==> src/rtl/mp_rx_pkg.sv <==
package mp_rx_pkg;

    localparam int DATA_W   = 8;
    localparam int MAX_BITS = 9;
    localparam int IDX_W    = $clog2(MAX_BITS + 1);

    typedef enum logic [2:0] {
        ST_IDLE,
        ST_START,
        ST_DATA,
        ST_PAR,
        ST_STOP
    } rx_state_e;

    typedef struct packed {
        logic [DATA_W-1:0] data;
        logic              b9;
        logic              ferr;
        logic              perr;
    } rx_frame_t;

    // index of the final data bit for a format code
    function automatic logic [IDX_W-1:0] last_bit(input logic [1:0] fmt);
        case (fmt)
            2'd0:    return IDX_W'(6);
            2'd1:    return IDX_W'(7);
            default: return IDX_W'(8);
        endcase
    endfunction

    function automatic logic is_nine(input logic [1:0] fmt);
        return fmt[1];
    endfunction

    // 1 when data plus parity bit do not give the requested sense
    function automatic logic par_bad(input logic [DATA_W-1:0] d,
                                     input logic p, input logic odd);
        return ((^d) ^ p) != odd;
    endfunction

endpackage

==> src/rtl/mp_rx_sync.sv <==
module mp_rx_sync #(
    parameter int STAGES = 2
) (
    input  logic clk,
    input  logic rst,
    input  logic din,
    output logic dout
);
    logic [STAGES-1:0] q;

    generate
        if (STAGES == 1) begin : g_one
            always_ff @(posedge clk) begin
                if (rst) q <= '1;
                else     q <= din;
            end
        end else begin : g_chain
            always_ff @(posedge clk) begin
                if (rst) q <= '1;
                else     q <= {q[STAGES-2:0], din};
            end
        end
    endgenerate

    assign dout = q[STAGES-1];
endmodule

==> src/rtl/mp_rx_deser.sv <==
module mp_rx_deser
    import mp_rx_pkg::*;
#(
    parameter int OSR = 16
) (
    input  logic       clk,
    input  logic       rst,
    input  logic       tick,
    input  logic       sin,
    input  logic [1:0] fmt,
    input  logic       par_en,
    input  logic       par_odd,
    input  logic       two_stop,
    output logic       done,
    output rx_frame_t  frm
);
    localparam int CW = $clog2(OSR);
    localparam logic [CW-1:0] HALF = CW'(OSR / 2 - 1);
    localparam logic [CW-1:0] FULL = CW'(OSR - 1);

    rx_state_e            st;
    logic [CW-1:0]        cnt;
    logic [IDX_W-1:0]     idx;
    logic [MAX_BITS-1:0]  sh;
    logic                 stop2;
    logic                 pbit;
    logic                 fe1;
    logic [IDX_W-1:0]     lastb;

    assign lastb = last_bit(fmt);

    always_ff @(posedge clk) begin
        if (rst) begin
            st    <= ST_IDLE;
            cnt   <= '0;
            idx   <= '0;
            sh    <= '0;
            stop2 <= 1'b0;
            pbit  <= 1'b0;
            fe1   <= 1'b0;
            done  <= 1'b0;
            frm   <= '0;
        end else begin
            done <= 1'b0;
            if (tick) begin
                unique case (st)
                    ST_IDLE: begin
                        if (!sin) begin
                            st  <= ST_START;
                            cnt <= '0;
                        end
                    end
                    ST_START: begin
                        if (cnt == HALF) begin
                            cnt <= '0;
                            if (!sin) begin
                                st  <= ST_DATA;
                                idx <= '0;
                                sh  <= '0;
                            end else begin
                                st <= ST_IDLE;
                            end
                        end else begin
                            cnt <= cnt + 1'b1;
                        end
                    end
                    ST_DATA: begin
                        if (cnt == FULL) begin
                            cnt     <= '0;
                            sh[idx] <= sin;
                            idx     <= idx + 1'b1;
                            stop2   <= 1'b0;
                            if (idx == lastb)
                                st <= par_en ? ST_PAR : ST_STOP;
                        end else begin
                            cnt <= cnt + 1'b1;
                        end
                    end
                    ST_PAR: begin
                        if (cnt == FULL) begin
                            cnt  <= '0;
                            pbit <= sin;
                            st   <= ST_STOP;
                        end else begin
                            cnt <= cnt + 1'b1;
                        end
                    end
                    ST_STOP: begin
                        if (cnt == FULL) begin
                            cnt <= '0;
                            if (!stop2) fe1 <= !sin;
                            if (!stop2 && two_stop) begin
                                stop2 <= 1'b1;
                            end else begin
                                st        <= ST_IDLE;
                                done      <= 1'b1;
                                frm.data  <= sh[DATA_W-1:0];
                                frm.b9    <= is_nine(fmt) & sh[MAX_BITS-1];
                                frm.ferr  <= stop2 ? fe1 : !sin;
                                frm.perr  <= par_en & par_bad(sh[DATA_W-1:0], pbit, par_odd);
                            end
                        end else begin
                            cnt <= cnt + 1'b1;
                        end
                    end
                    default: st <= ST_IDLE;
                endcase
            end
        end
    end
endmodule

==> src/rtl/mp_rx_buf.sv <==
module mp_rx_buf
    import mp_rx_pkg::*;
(
    input  logic              clk,
    input  logic              rst,
    input  logic              done,
    input  rx_frame_t         frm,
    input  logic              rd,
    input  logic              atn_set,
    input  logic              fmt9,
    input  logic              irq_en,
    output logic [DATA_W-1:0] data,
    output logic              b9,
    output logic              full,
    output logic              irq,
    output logic              atn,
    output logic              ferr,
    output logic              perr,
    output logic              ovr
);
    logic full_n, ovr_n, atn_n, take;

    always_comb begin
        full_n = full & ~rd;
        ovr_n  = ovr & ~rd;
        take   = 1'b0;
        if (done && !(atn && !frm.b9)) begin
            if (full_n) ovr_n = 1'b1;
            else        take  = 1'b1;
        end
        if (take) full_n = 1'b1;
        atn_n = atn;
        if (take)    atn_n = 1'b0;
        if (atn_set) atn_n = 1'b1;
        if (!fmt9)   atn_n = 1'b0;
    end

    always_ff @(posedge clk) begin
        if (rst) begin
            data <= '0;
            b9   <= 1'b0;
            ferr <= 1'b0;
            perr <= 1'b0;
            full <= 1'b0;
            ovr  <= 1'b0;
            atn  <= 1'b0;
        end else begin
            full <= full_n;
            ovr  <= ovr_n;
            atn  <= atn_n;
            if (take) begin
                data <= frm.data;
                b9   <= frm.b9;
                ferr <= frm.ferr;
                perr <= frm.perr;
            end
        end
    end

    assign irq = irq_en & full;
endmodule

==> src/rtl/mp_rx.sv <==
module mp_rx
    import mp_rx_pkg::*;
#(
    parameter int OSR         = 16,
    parameter int SYNC_STAGES = 2
) (
    input  logic              clk,
    input  logic              rst,
    input  logic              rx_line,
    input  logic              loop_tx,
    input  logic              loop_en,
    input  logic              tick16,
    input  logic [1:0]        fmt_len,
    input  logic              par_en,
    input  logic              par_odd,
    input  logic              two_stop,
    input  logic              irq_en,
    input  logic              atn_set,
    input  logic              rd_stb,
    output logic [DATA_W-1:0] rx_data,
    output logic              rx_bit9,
    output logic              buf_full,
    output logic              irq,
    output logic              atn,
    output logic              err_frame,
    output logic              err_parity,
    output logic              err_overrun
);
    logic       line_raw, line_s;
    logic [1:0] fmt_eff;
    logic       fmt9, par_eff;
    logic       frm_done;
    rx_frame_t  frm;

    assign line_raw = loop_en ? loop_tx : rx_line;
    assign fmt_eff  = loop_en ? 2'd2 : fmt_len;
    assign fmt9     = is_nine(fmt_eff);
    assign par_eff  = par_en & ~fmt9;

    mp_rx_sync #(.STAGES(SYNC_STAGES)) u_sync (
        .clk  (clk),
        .rst  (rst),
        .din  (line_raw),
        .dout (line_s)
    );

    mp_rx_deser #(.OSR(OSR)) u_deser (
        .clk      (clk),
        .rst      (rst),
        .tick     (tick16),
        .sin      (line_s),
        .fmt      (fmt_eff),
        .par_en   (par_eff),
        .par_odd  (par_odd),
        .two_stop (two_stop),
        .done     (frm_done),
        .frm      (frm)
    );

    mp_rx_buf u_buf (
        .clk     (clk),
        .rst     (rst),
        .done    (frm_done),
        .frm     (frm),
        .rd      (rd_stb),
        .atn_set (atn_set),
        .fmt9    (fmt9),
        .irq_en  (irq_en),
        .data    (rx_data),
        .b9      (rx_bit9),
        .full    (buf_full),
        .irq     (irq),
        .atn     (atn),
        .ferr    (err_frame),
        .perr    (err_parity),
        .ovr     (err_overrun)
    );
endmodule

==> config.mk <==
export PLATFORM = sky130hd
export DESIGN_NAME = mp_rx
export DESIGN_NICKNAME = d
export VERILOG_FILES = /design/src/rtl/mp_rx_pkg.sv /design/src/rtl/mp_rx_sync.sv /design/src/rtl/mp_rx_deser.sv /design/src/rtl/mp_rx_buf.sv /design/src/rtl/mp_rx.sv
export SDC_FILE = /design/constraint.sdc
export NUM_CORES = 1
export LEC_CHECK = 0
export ABC_AREA = 1
export BUFFER_PORTS_ARGS = -buffer_cell sky130_fd_sc_hd__buf_2
export CORE_UTILIZATION = 50
export CTS_BUF_LIST = sky130_fd_sc_hd__clkbuf_8
export DETAILED_ROUTE_END_ITERATION = 10
export MAX_ROUTING_LAYER = met4
export PLACE_DENSITY = 0.67
export SLEW_MARGIN = 0
export SYNTH_ARGS = -nofsm -noshare
export SYNTH_HDL_FRONTEND = slang
export SYNTH_SLANG_ARGS = --single-unit
==> constraint.sdc <==
create_clock -name clk -period 4 [get_ports clk]
set_input_delay 0.4 -clock clk [delete_from_list [all_inputs] [get_ports clk]]
set_output_delay 0.4 -clock clk [all_outputs]
set_load 0.02 [all_outputs]
# == Word-level counts from Yosys, hierarchy flattened ==
# Cells that the tools add are included.
# totals
rom_bits,0
ff_bits,51
input_bits,14
n_memories,0
latch_bits,0
ramBits,0
# classes
shifts,0
n_eq_ne,18
div,0
n_bitwise,13
magnitude_cmp,2
multipliers,0
n_addsub,2
muxes,40
n_reduce_logical,25
# ops
cell,n
$mux W9,3
$mux W3,8
$mux W4,5
$pmux W9 S2,1
$pmux W4 S2,2
$pmux W3 S5,1
$mux W1,14
$ne A2 B1 Y1 const B,6
$pmux W4 S3,1
$reduce_and A5 Y1,2
$bwmux W9,1
$reduce_and A3 Y1,3
$add A4 B1 Y4 const B,2
$reduce_and A8 Y1,1
$reduce_xor A8 Y1,1
$and A1 B1 Y1,6
$eq A3 B2 Y1 const B,2
$ne A2 B2 Y1 const B,3
$not A1 Y1,6
$reduce_bool A2 Y1,3
$lt A4 B5 Y1 const B,1
$demux W1 S4,1
$eq A4 B3 Y1 const B,1
$eq A4 B4 Y1,1
18 further kinds,25

# == Logic depth before layout (Yosys ltp) ==
# Gate-level depths: netlist of the first run.
# depth
word_depth,7
mapped_depth,11
ltp_nobuf,11

# == Hierarchy ==
# A second synthesis of the first run with hierarchy kept.
# unflattened
hier_cells,383
area_unflattened_um2,2636.3
# by_module_without_submodules
mod,cells_per_inst,n_inst,area_each_um2
mp_rx_deser,275,1,1910.6
mp_rx_buf,91,1,624.3
mp_rx_sync,7,1,58.8
mp_rx,10,1,42.5

# == Worst setup path after synthesis of the first run ==
# No wires, ideal clock.
# synth_timing
kind,register to register
startpoint,register u_deser.cnt[0]
endpoint,register u_deser.sh[1]
t_required_ns,3.868
slack_ns,2.575
stages_incl_launch_ff,10
arrival_time_ns,1.293
period_less_slack_ns,1.425
path_cell_list,dfxtp_1 > ha_1 > nand2_1 > nor2_2 > nand2_2 > a21oi_4 > buf_6 > nand3_1 > nand2_1 > a21oi_1
# synth_via
elab_chain_cells,3
word_cells_on_any_way,5
cone_classes,eq/ne (4); reduce/logical (1)
# synth_lines
item,line,source
start: declaration,mp_rx_deser.sv:22,logic [CW-1:0] cnt;
start signal: assignment,mp_rx_deser.sv:64,cnt <= cnt + 1'b1;
start signal: assignment,mp_rx_deser.sv:76,cnt <= cnt + 1'b1;
start signal: assignment,mp_rx_deser.sv:85,cnt <= cnt + 1'b1;
$eq A4 B3 Y1 / $eq A4 B4 Y1 (equally long branches),"mp_rx_deser.sv:54, mp_rx_deser.sv:68",
$ne A2 B1 Y1 (no line),-,
$reduce_and A5 Y1 (no line) (*),-,
end signal: indexed assignment,mp_rx_deser.sv:70,sh[idx] <= sin;
end: declaration,mp_rx_deser.sv:24,logic [MAX_BITS-1:0] sh;
# Mark *: on every way between the ends. The rest lies on a longest branch, timed or not.
# A chain may end at the register's enable or synchronous reset.

# == Worst setup path after layout of the first run ==
# layout_timing
startpoint,register u_deser.cnt[0]
endpoint,register u_deser.sh[5]
# The elaborated chain is that of the path after synthesis.

==> impl_metrics.csv, run 1 <==
group,metric,value,unit
run_status,outcome,"completed",
place,io_buffers,28,
grt,largest_net_degree_at_the_start_of_global_routing,31,
sta,final-setup-viol-count,0,
drt,routed-via-count,2471,
drt,antenna_left,0,
synthesis,synth_top_area_share,0.369,
setup_path,launching_element_type_of_the_critical_path,"register",
cells_and_area,nFillCells,514,
cts,clock_sink_count,51,
grt,antenna_found_initial,0,
die,floorplan.initialDensity,0.532,
synthesis,yosys_register_bits,51,
drt,wl_per_cell,11.2,um
cts,cts_hold_buffers,0,
setup_path,critical_path.top_delay_family,"compound AO/OA/AOI/OAI gates",
synthesis,most_instantiated_library_cell_after_synthesis,"sky130_fd_sc_hd__nand2_1",
synthesis,synth_top_cells_by_area,"sky130_fd_sc_hd__dfxtp_1 (37%), sky130_fd_sc_hd__nand2_1 (15%), sky130_fd_sc_hd__a21oi_1 (6.7%)",
die,die_width,76.4,um
place,dp.final_hpwl,4010,um
setup_path,r2r_slack,1.93,ns
setup_path,timing_worst_setup_path_type,"register to register",
place,dp.cells,485,
synthesis,post_synth_net_total,421,
synthesis,most_used_flip_flop_cell_after_synthesis,"sky130_fd_sc_hd__dfxtp_1",
cells_and_area,multiInputGateArea,0.00148,mm2
grt,grt_remaining_overflow,0,
cells_and_area,post_layout_nonfiller_instances,493,
die,num_io_pins,29,
cts,clock_path_buffers,2,
drt,initialDrtViolationCount,179,
sta,worst_slew_margin_rel,0.475,
setup_path,critical_path.cell_chain,"ha_1 > nand3_1 > o21ai_2 > nand4_1 > nand2_1 > nand2_1 > inv_1 > nor2_2",
drt,route.detailed.vias_per_inst,5.01,
cells_and_area,post_route_cells_drive_above_1_share,0.165,
synthesis,synth_enable_flop_cells,0,
setup_path,path_buf_inv,1,
setup_path,timing.rr.start,"u_deser.cnt[0]$_SDFFE_PP0P_",
run,maxCapViolCount,0,
synthesis,synth_warnings,0,
synthesis,synth-async-reset-ratio,0,
setup_path,crit-reg2reg-capture,"u_deser.sh[5]$_SDFFE_PP0P_",
drt,dr.pass1.iters,4,
setup_path,timing.critical_path.to_type,"register",
synthesis,synth_top_area_cell,"sky130_fd_sc_hd__dfxtp_1",
die,dieHeight,76.4,um
cts,ctsResizeCount,0,
power,power_density,415,mW/mm2
grt,wire_length_of_the_first_global_routing_pass,10100,um
cells_and_area,finish.net_count,441,
hold_path,worst_hold_path.num_cells,3,
grt,first_global_vias,2282,
cts,clock_tree.root_cell,"sky130_fd_sc_hd__clkbuf_8",
cells_and_area,sequential_standard_cell_area,0.00102,mm2
synthesis,synth_sequential_area_ratio,0.369,
sta,drv_slew,0,
hold_path,holdPathEnd,"u_sync.q[0]$_SDFF_PP1_",
synthesis,synth.cells.most_frequent,"sky130_fd_sc_hd__nand2_1 (108), sky130_fd_sc_hd__dfxtp_1 (51), sky130_fd_sc_hd__inv_1 (38), sky130_fd_sc_hd__nor2_1 (38), sky130_fd_sc_hd__a21oi_1 (37)",
power,ir_worst_vdd,0.271,mV
sta,timing_worst_slew_pin_value,0.788,ns
die,placeableCoreArea,0.00520,mm2
sta,tns,0,ns
cts,post_cts.repair.setup_buffers,0,
synthesis,synth_cells,402,
sta,timing.final.crit_share,0.518,
setup_path,critical-path-top-cell-by-count,"sky130_fd_sc_hd__nand2_1",
sta,timing_limited_maximum_frequency,0.483,GHz
sta,clock_skew,0.00646,ns
sta,finalCriticalPeriod,2.07,ns
place,final_weighted_congestion_in_routability_driven_placement,0.868,
cells_and_area,area_growth_syn_to_layout,8.54,%
synthesis,synth_area,0.00277,mm2
die,fp.dieArea,0.00584,mm2
grt,globalRouteTotalUtil,0.215,
drt,finalWirelength,5530,um
cts,cts_tree,"yes",
sta,grt_setup_unrepaired,"no",
drt,drt_drc_violations_left,0,
cts,cts_buffers,5,
setup_path,crit_fanout,22,
setup_path,timing.critical_path.slowest_stage_cell,"sky130_fd_sc_hd__o21ai_2",
die,num_rows,26,
synthesis,post_synth_num_cell_types,35,
power,power.leakage,1.31,nW
cts,insertion_delay,0.31,ns
hold_path,holdCritPathClass,"input port to register",
setup_path,cp_data_arrival_time,2.27,ns
setup_path,slowest_delay,0.66,ns
synthesis,post_synth.cell_area_avg,6.88,um2
cells_and_area,num_antenna_cells,0,
setup_path,timing.critical_path.required,4.20,ns
hold_path,worstHoldStart,"rx_line",
cts,worst_setup_hold_path_clk_slew,0.10,ns
sta,hold_viol,0,
cts,cts-htree-levels,2,
setup_path,r2r_cells,8,
-- state kept, by name, indices dropped and copies added, names as in the netlist --
| name | flops |
|---|---|
| u_buf.atn | 1 |
| u_buf.perr | 1 |
| u_deser.fe1 | 1 |
| u_buf.b9 | 1 |
| u_deser.idx | 4 |
| u_deser.pbit | 1 |
| u_deser.cnt | 4 |
| u_deser.frm | 11 |
| u_buf.ferr | 1 |
| u_deser.sh | 9 |
| u_buf.full | 1 |
| u_buf.data | 8 |
| u_deser.st | 3 |
| u_deser.done | 1 |
| u_sync.q | 2 |
| u_buf.ovr | 1 |
| u_deser.stop2 | 1 |
-- how the worst max path moves through the flow --
stage | start | end | slack (ns) | depth (start not counted)
floorplan | u_deser.cnt[0]$_SDFFE_PP0P_ | u_deser.sh[1]$_SDFFE_PP0P_ | 2.57 | 9
global placement | u_deser.cnt[0]$_SDFFE_PP0P_ | u_deser.sh[4]$_SDFFE_PP0P_ | 2.06 | 8
detailed placement | u_deser.cnt[0]$_SDFFE_PP0P_ | u_deser.sh[4]$_SDFFE_PP0P_ | 1.95 | 8
CTS | u_deser.cnt[0]$_SDFFE_PP0P_ | u_deser.sh[5]$_SDFFE_PP0P_ | 1.93 | 8
global route | u_deser.cnt[0]$_SDFFE_PP0P_ | u_deser.sh[4]$_SDFFE_PP0P_ | 1.69 | 8
finish | u_deser.cnt[0]$_SDFFE_PP0P_ | u_deser.sh[5]$_SDFFE_PP0P_ | 1.93 | 8
-- cells by family (layout without fill, tap and decap cells) --
| group | Yosys count | count (layout) | synth area share |
|---|---|---|---|
| AO/OA/AOI/OAI | 60 | 60 | 0.119 |
| AND/OR/NAND/NOR | 222 | 222 | 0.373 |
| XOR/XNOR | 6 | 6 | 0.0190 |
| flip-flops | 51 | 51 | 0.369 |
| adder cells (fa/ha/maj) | 5 | 5 | 0.0226 |
| buffers and inverters | 58 | 79 | 0.0976 |
-- cells in the final DEF (no fill, tap or decap), types with 3 or more instances in the layout --
cell / n
sky130_fd_sc_hd__nand2_1: 108
sky130_fd_sc_hd__dfxtp_1: 51
sky130_fd_sc_hd__inv_1: 38
sky130_fd_sc_hd__nor2_1: 38
sky130_fd_sc_hd__a21oi_1: 37
sky130_fd_sc_hd__buf_2: 28
sky130_fd_sc_hd__nand3_1: 26
sky130_fd_sc_hd__nand4_1: 15
sky130_fd_sc_hd__o21ai_0: 15
sky130_fd_sc_hd__nand2_2: 10
sky130_fd_sc_hd__nor3_1: 9
sky130_fd_sc_hd__nor2_2: 6
sky130_fd_sc_hd__ha_1: 5
sky130_fd_sc_hd__clkbuf_8: 5
sky130_fd_sc_hd__xor2_1: 4
sky130_fd_sc_hd__inv_2: 3
sky130_fd_sc_hd__nand3_2: 3
-- worst min-delay path: stages --
cell and delay [ns]:
sky130_fd_sc_hd__buf_2 0.07, sky130_fd_sc_hd__nand2_1 0.04, sky130_fd_sc_hd__nand3_1 0.05
-- area by class of cell --
class | count | area share
multi-input cells | 293 | 0.491
flip-flops and latches | 51 | 0.340
clock inverters | 3 | 0.0146
inverters | 43 | 0.0554
well taps | 70 | 0.0292
repair buffers | 28 | 0.0466
clock buffers | 5 | 0.0229
-- layer usage --
layer,wire length [um],global-route usage,part of all wire
met1,2660,0.267,0.48
met2,2650,0.358,0.48
met3,153,0.0335,0.028
met4,63,0.0692,0.011
met5,0,-,0
-- through the flow --
step	setup slack (ns)	total power, mW	hold slack (ns)	instance area (um2)	utilization
global route	1.69	1.33	0.294	3000	0.577
detailed placement	1.95	0.894	0.407	2890	0.556
finish	1.93	1.25	0.297	3000	0.577
CTS	1.93	1.26	0.290	3000	0.577
floorplan	2.57	0.869	0.389	2770	-
global placement	2.06	0.895	0.391	2890	0.556
-- where the power goes --
group	switching, mW	internal, mW	leakage (nW)
Sequential	0.0250	0.524	0.412
Combinational	0.240	0.0976	0.840
Clock	0.173	0.186	0.0581
Total	0.438	0.808	1.31
Power figures use the tool's default switching activity.
==> run 2, diff against run 1 <==
--- a/config.mk
+++ b/config.mk
@@ -11,7 +11,7 @@
 export CTS_BUF_LIST = sky130_fd_sc_hd__clkbuf_8
 export DETAILED_ROUTE_END_ITERATION = 10
 export MAX_ROUTING_LAYER = met4
-export PLACE_DENSITY = 0.67
+export PLACE_DENSITY = 0.7
 export SLEW_MARGIN = 0
 export SYNTH_ARGS = -nofsm -noshare
 export SYNTH_HDL_FRONTEND = slang
==> constraint.sdc (replaced) <==
create_clock -name clk -period 1.7 [get_ports clk]
set_input_delay 0.17 -clock clk [delete_from_list [all_inputs] [get_ports clk]]
set_output_delay 0.17 -clock clk [all_outputs]
set_load 0.02 [all_outputs]
==> run 2 against run 1 <==
  * Power grew to 2.5 times the previous value
  * Routed wire length is 8.7% higher
  * Worst hold slack worse by 0.23 ns
  * Final area grew 7.0%
  * Largest power group unchanged
  * Die area unchanged
  * Maximum frequency up 29%
  * Critical path depth up 1
==> impl_metrics.csv, run 2 (same netlist as run 1, synthesis figures left out) <==
group,metric,value,unit
die,placeableCoreArea,0.00520,mm2
setup_path,r2r_cells,9,
setup_path,timing.critical_path.slowest_stage_cell,"sky130_fd_sc_hd__dfxtp_4",
drt,antenna_left,0,
setup_path,launching_element_type_of_the_critical_path,"register",
die,num_io_pins,29,
power,power.net_switching,1.08,mW
sta,worst_hold_slack,0.0685,ns
drt,routed-via-count,2556,
sta,timing.final.crit_share,0.944,
cts,worst_setup_hold_path_clk_slew,0.09,ns
die,dieHeight,76.4,um
die,fp.dieArea,0.00584,mm2
power,seq_power_share,0.415,
cells_and_area,nFillCells,495,
sta,final-setup-viol-count,0,
power,power.leakage,1.40,nW
cts,cts_buffers,5,
power,power_density,978,mW/mm2
cells_and_area,largestRegisters,"u_deser.frm x11, u_deser.sh x9, u_buf.data x8",
power,clock_group_share_of_total_power,0.261,
sta,hold_viol,0,
cells_and_area,mostFrequentLayoutCells,"sky130_fd_sc_hd__nand2_1 (108), sky130_fd_sc_hd__dfxtp_1 (47), sky130_fd_sc_hd__inv_1 (38), sky130_fd_sc_hd__nor2_1 (38), sky130_fd_sc_hd__a21oi_1 (36)",
sta,worst_slew_margin_rel,0.656,
power,ir_worst_vdd,0.693,mV
sta,tns,0,ns
sta,timing_worst_slew_pin_value,0.514,ns
grt,antenna_found_initial,0,
drt,finalWirelength,6010,um
cells_and_area,max_reg_flops,11,
grt,first_global_vias,2312,
place,detailed_place.area,0.00299,mm2
grt,largest_net_degree_at_the_start_of_global_routing,24,
cells_and_area,finish.net_count,456,
grt,globalRouteTotalUtil,0.213,
sta,drv_slew,0,
sta,clock_skew,0.00434,ns
cells_and_area,post_route_cells_drive_above_1_share,0.206,
cells_and_area,sequential_standard_cell_area,0.00103,mm2
setup_path,cp_data_arrival_time,1.84,ns
cells_and_area,num_antenna_cells,0,
setup_path,timing_worst_setup_path_type,"register to register",
cells_and_area,area_growth_syn_to_layout,16.1,%
cts,clock_tree.root_cell,"sky130_fd_sc_hd__clkbuf_8",
drt,initialDrtViolationCount,102,
power,power_switching_share,0.343,
cells_and_area,multiInputGateArea,0.00150,mm2
place,io_buffers,28,
setup_path,timing.critical_path.required,1.93,ns
cells_and_area,register_ranked_first_by_flip_flop_count,"u_deser.frm",
grt,wire_length_of_the_first_global_routing_pass,10000,um
drt,dr.pass1.iters,4,
drt,route.detailed.vias_per_inst,5.04,
setup_path,timing.critical_path.to_type,"register",
run_status,outcome,"completed",
hold_path,holdCritPathClass,"input port to register",
cells_and_area,final_common_cell,"sky130_fd_sc_hd__nand2_1",
cts,cts_hold_buffers,0,
cts,insertion_delay,0.30,ns
place,dp.final_hpwl,4350,um
run,maxCapViolCount,0,
die,num_rows,26,
sta,finalCriticalPeriod,1.61,ns
setup_path,slowest_delay,0.38,ns
cells_and_area,postLayoutCellArea,0.00321,mm2
cts,cts-htree-levels,2,
cts,cts_tree,"yes",
power,internal-power,2.06,mW
place,final_weighted_congestion_in_routability_driven_placement,0.869,
drt,drt_drc_violations_left,0,
die,floorplan.initialDensity,0.532,
setup_path,crit_fanout,8,
hold_path,worst_hold_path.num_cells,3,
sta,timing_limited_maximum_frequency,0.623,GHz
setup_path,critical_path.cell_chain,"ha_4 > nand2_1 > nor2_2 > nand2_2 > a21oi_4 > buf_12 > clkbuf_16 > nand4_1 > a21oi_1",
setup_path,critical_path.top_delay_family,"simple AND/OR/NAND/NOR gates",
cts,clock_sink_count,51,
drt,wl_per_cell,11.9,um
setup_path,path_buf_inv,2,
die,die_width,76.4,um
cts,clock_path_buffers,2,
power,combPwrFrac,0.324,
setup_path,timing.critical_path.depth,9,
grt,grt_remaining_overflow,0,
-- run 2: changes by cell type in the layout (fill, tap and decap cells not counted), sizes merged --
cell      change
clkinv        -2
clkinvlp      +1
buf          +13
clkbuf        +2
-- run 2: final timing paths --
path / end / slack (ns) / startpoint
worst min register to register: u_sync.q[1]$_SDFF_PP1_ / 0.42 / u_sync.q[0]$_SDFF_PP1_
worst min-delay path: u_sync.q[0]$_SDFF_PP1_ / 0.07 / rx_line
worst max-delay path: u_deser.sh[0]$_SDFFE_PP0P_ / 0.09 / u_deser.cnt[0]$_SDFFE_PP0P_
worst max register to register: u_deser.sh[0]$_SDFFE_PP0P_ / 0.09 / u_deser.cnt[0]$_SDFFE_PP0P_
-- run 2: area by class of cell --
| type | count | area share |
|---|---|---|
| Timing Repair Buffer | 43 | 0.101 |
| Clock buffer | 5 | 0.0214 |
| Clock inverter | 2 | 0.0117 |
| Multi-Input combinational cell | 293 | 0.467 |
| Inverter | 43 | 0.0518 |
| Sequential cell | 51 | 0.320 |
| Tap cell | 70 | 0.0272 |
-- run 2: metrics by stage --
step / power (mW) / instances / utilization / setup WS [ns]
floorplan: 2.04 / 402 / - / 0.275
global placement: 2.17 / 495 / 0.575 / 0.148
detailed placement: 2.18 / 495 / 0.575 / 0.0999
CTS: 2.99 / 502 / 0.595 / 0.0744
global route: 3.34 / 507 / 0.618 / -0.0147
finish: 3.14 / 507 / 0.618 / 0.0947
-- run 2: power groups by stage --
stage	sequential [mW]	combinational (mW)	clock (mW)
2_1_floorplan	1.31	0.734	0
3_3_place_gp	1.32	0.851	0
3_5_place_dp	1.32	0.858	0
4_1_cts	1.29	0.864	0.837
5_1_grt	1.31	1.14	0.891
6_report	1.30	1.02	0.820
-- run 2: timing repair --
item	in CTS	in global routing
resized for setup	0	9
buffers inserted	0	3
endpoints found under the setup margin	0	16
-- run 2: worst reg2reg max path, stage by stage, from the launching register on --
cell and delay, ns:
sky130_fd_sc_hd__dfxtp_4 0.38, sky130_fd_sc_hd__ha_4 0.14, sky130_fd_sc_hd__nand2_1 0.08, sky130_fd_sc_hd__nor2_2 0.15, sky130_fd_sc_hd__nand2_2 0.10, sky130_fd_sc_hd__a21oi_4 0.17
sky130_fd_sc_hd__buf_12 0.14, sky130_fd_sc_hd__clkbuf_16 0.14, sky130_fd_sc_hd__nand4_1 0.07, sky130_fd_sc_hd__a21oi_1 0.16
-- run 2: layer usage --
| metal | GRT usage | part of all wire |
|---|---|---|
| met1 | 0.257 | 0.46 |
| met2 | 0.370 | 0.49 |
| met5 | - | 0 |
| met3 | 0.0335 | 0.037 |
| met4 | 0.0519 | 0.0091 |
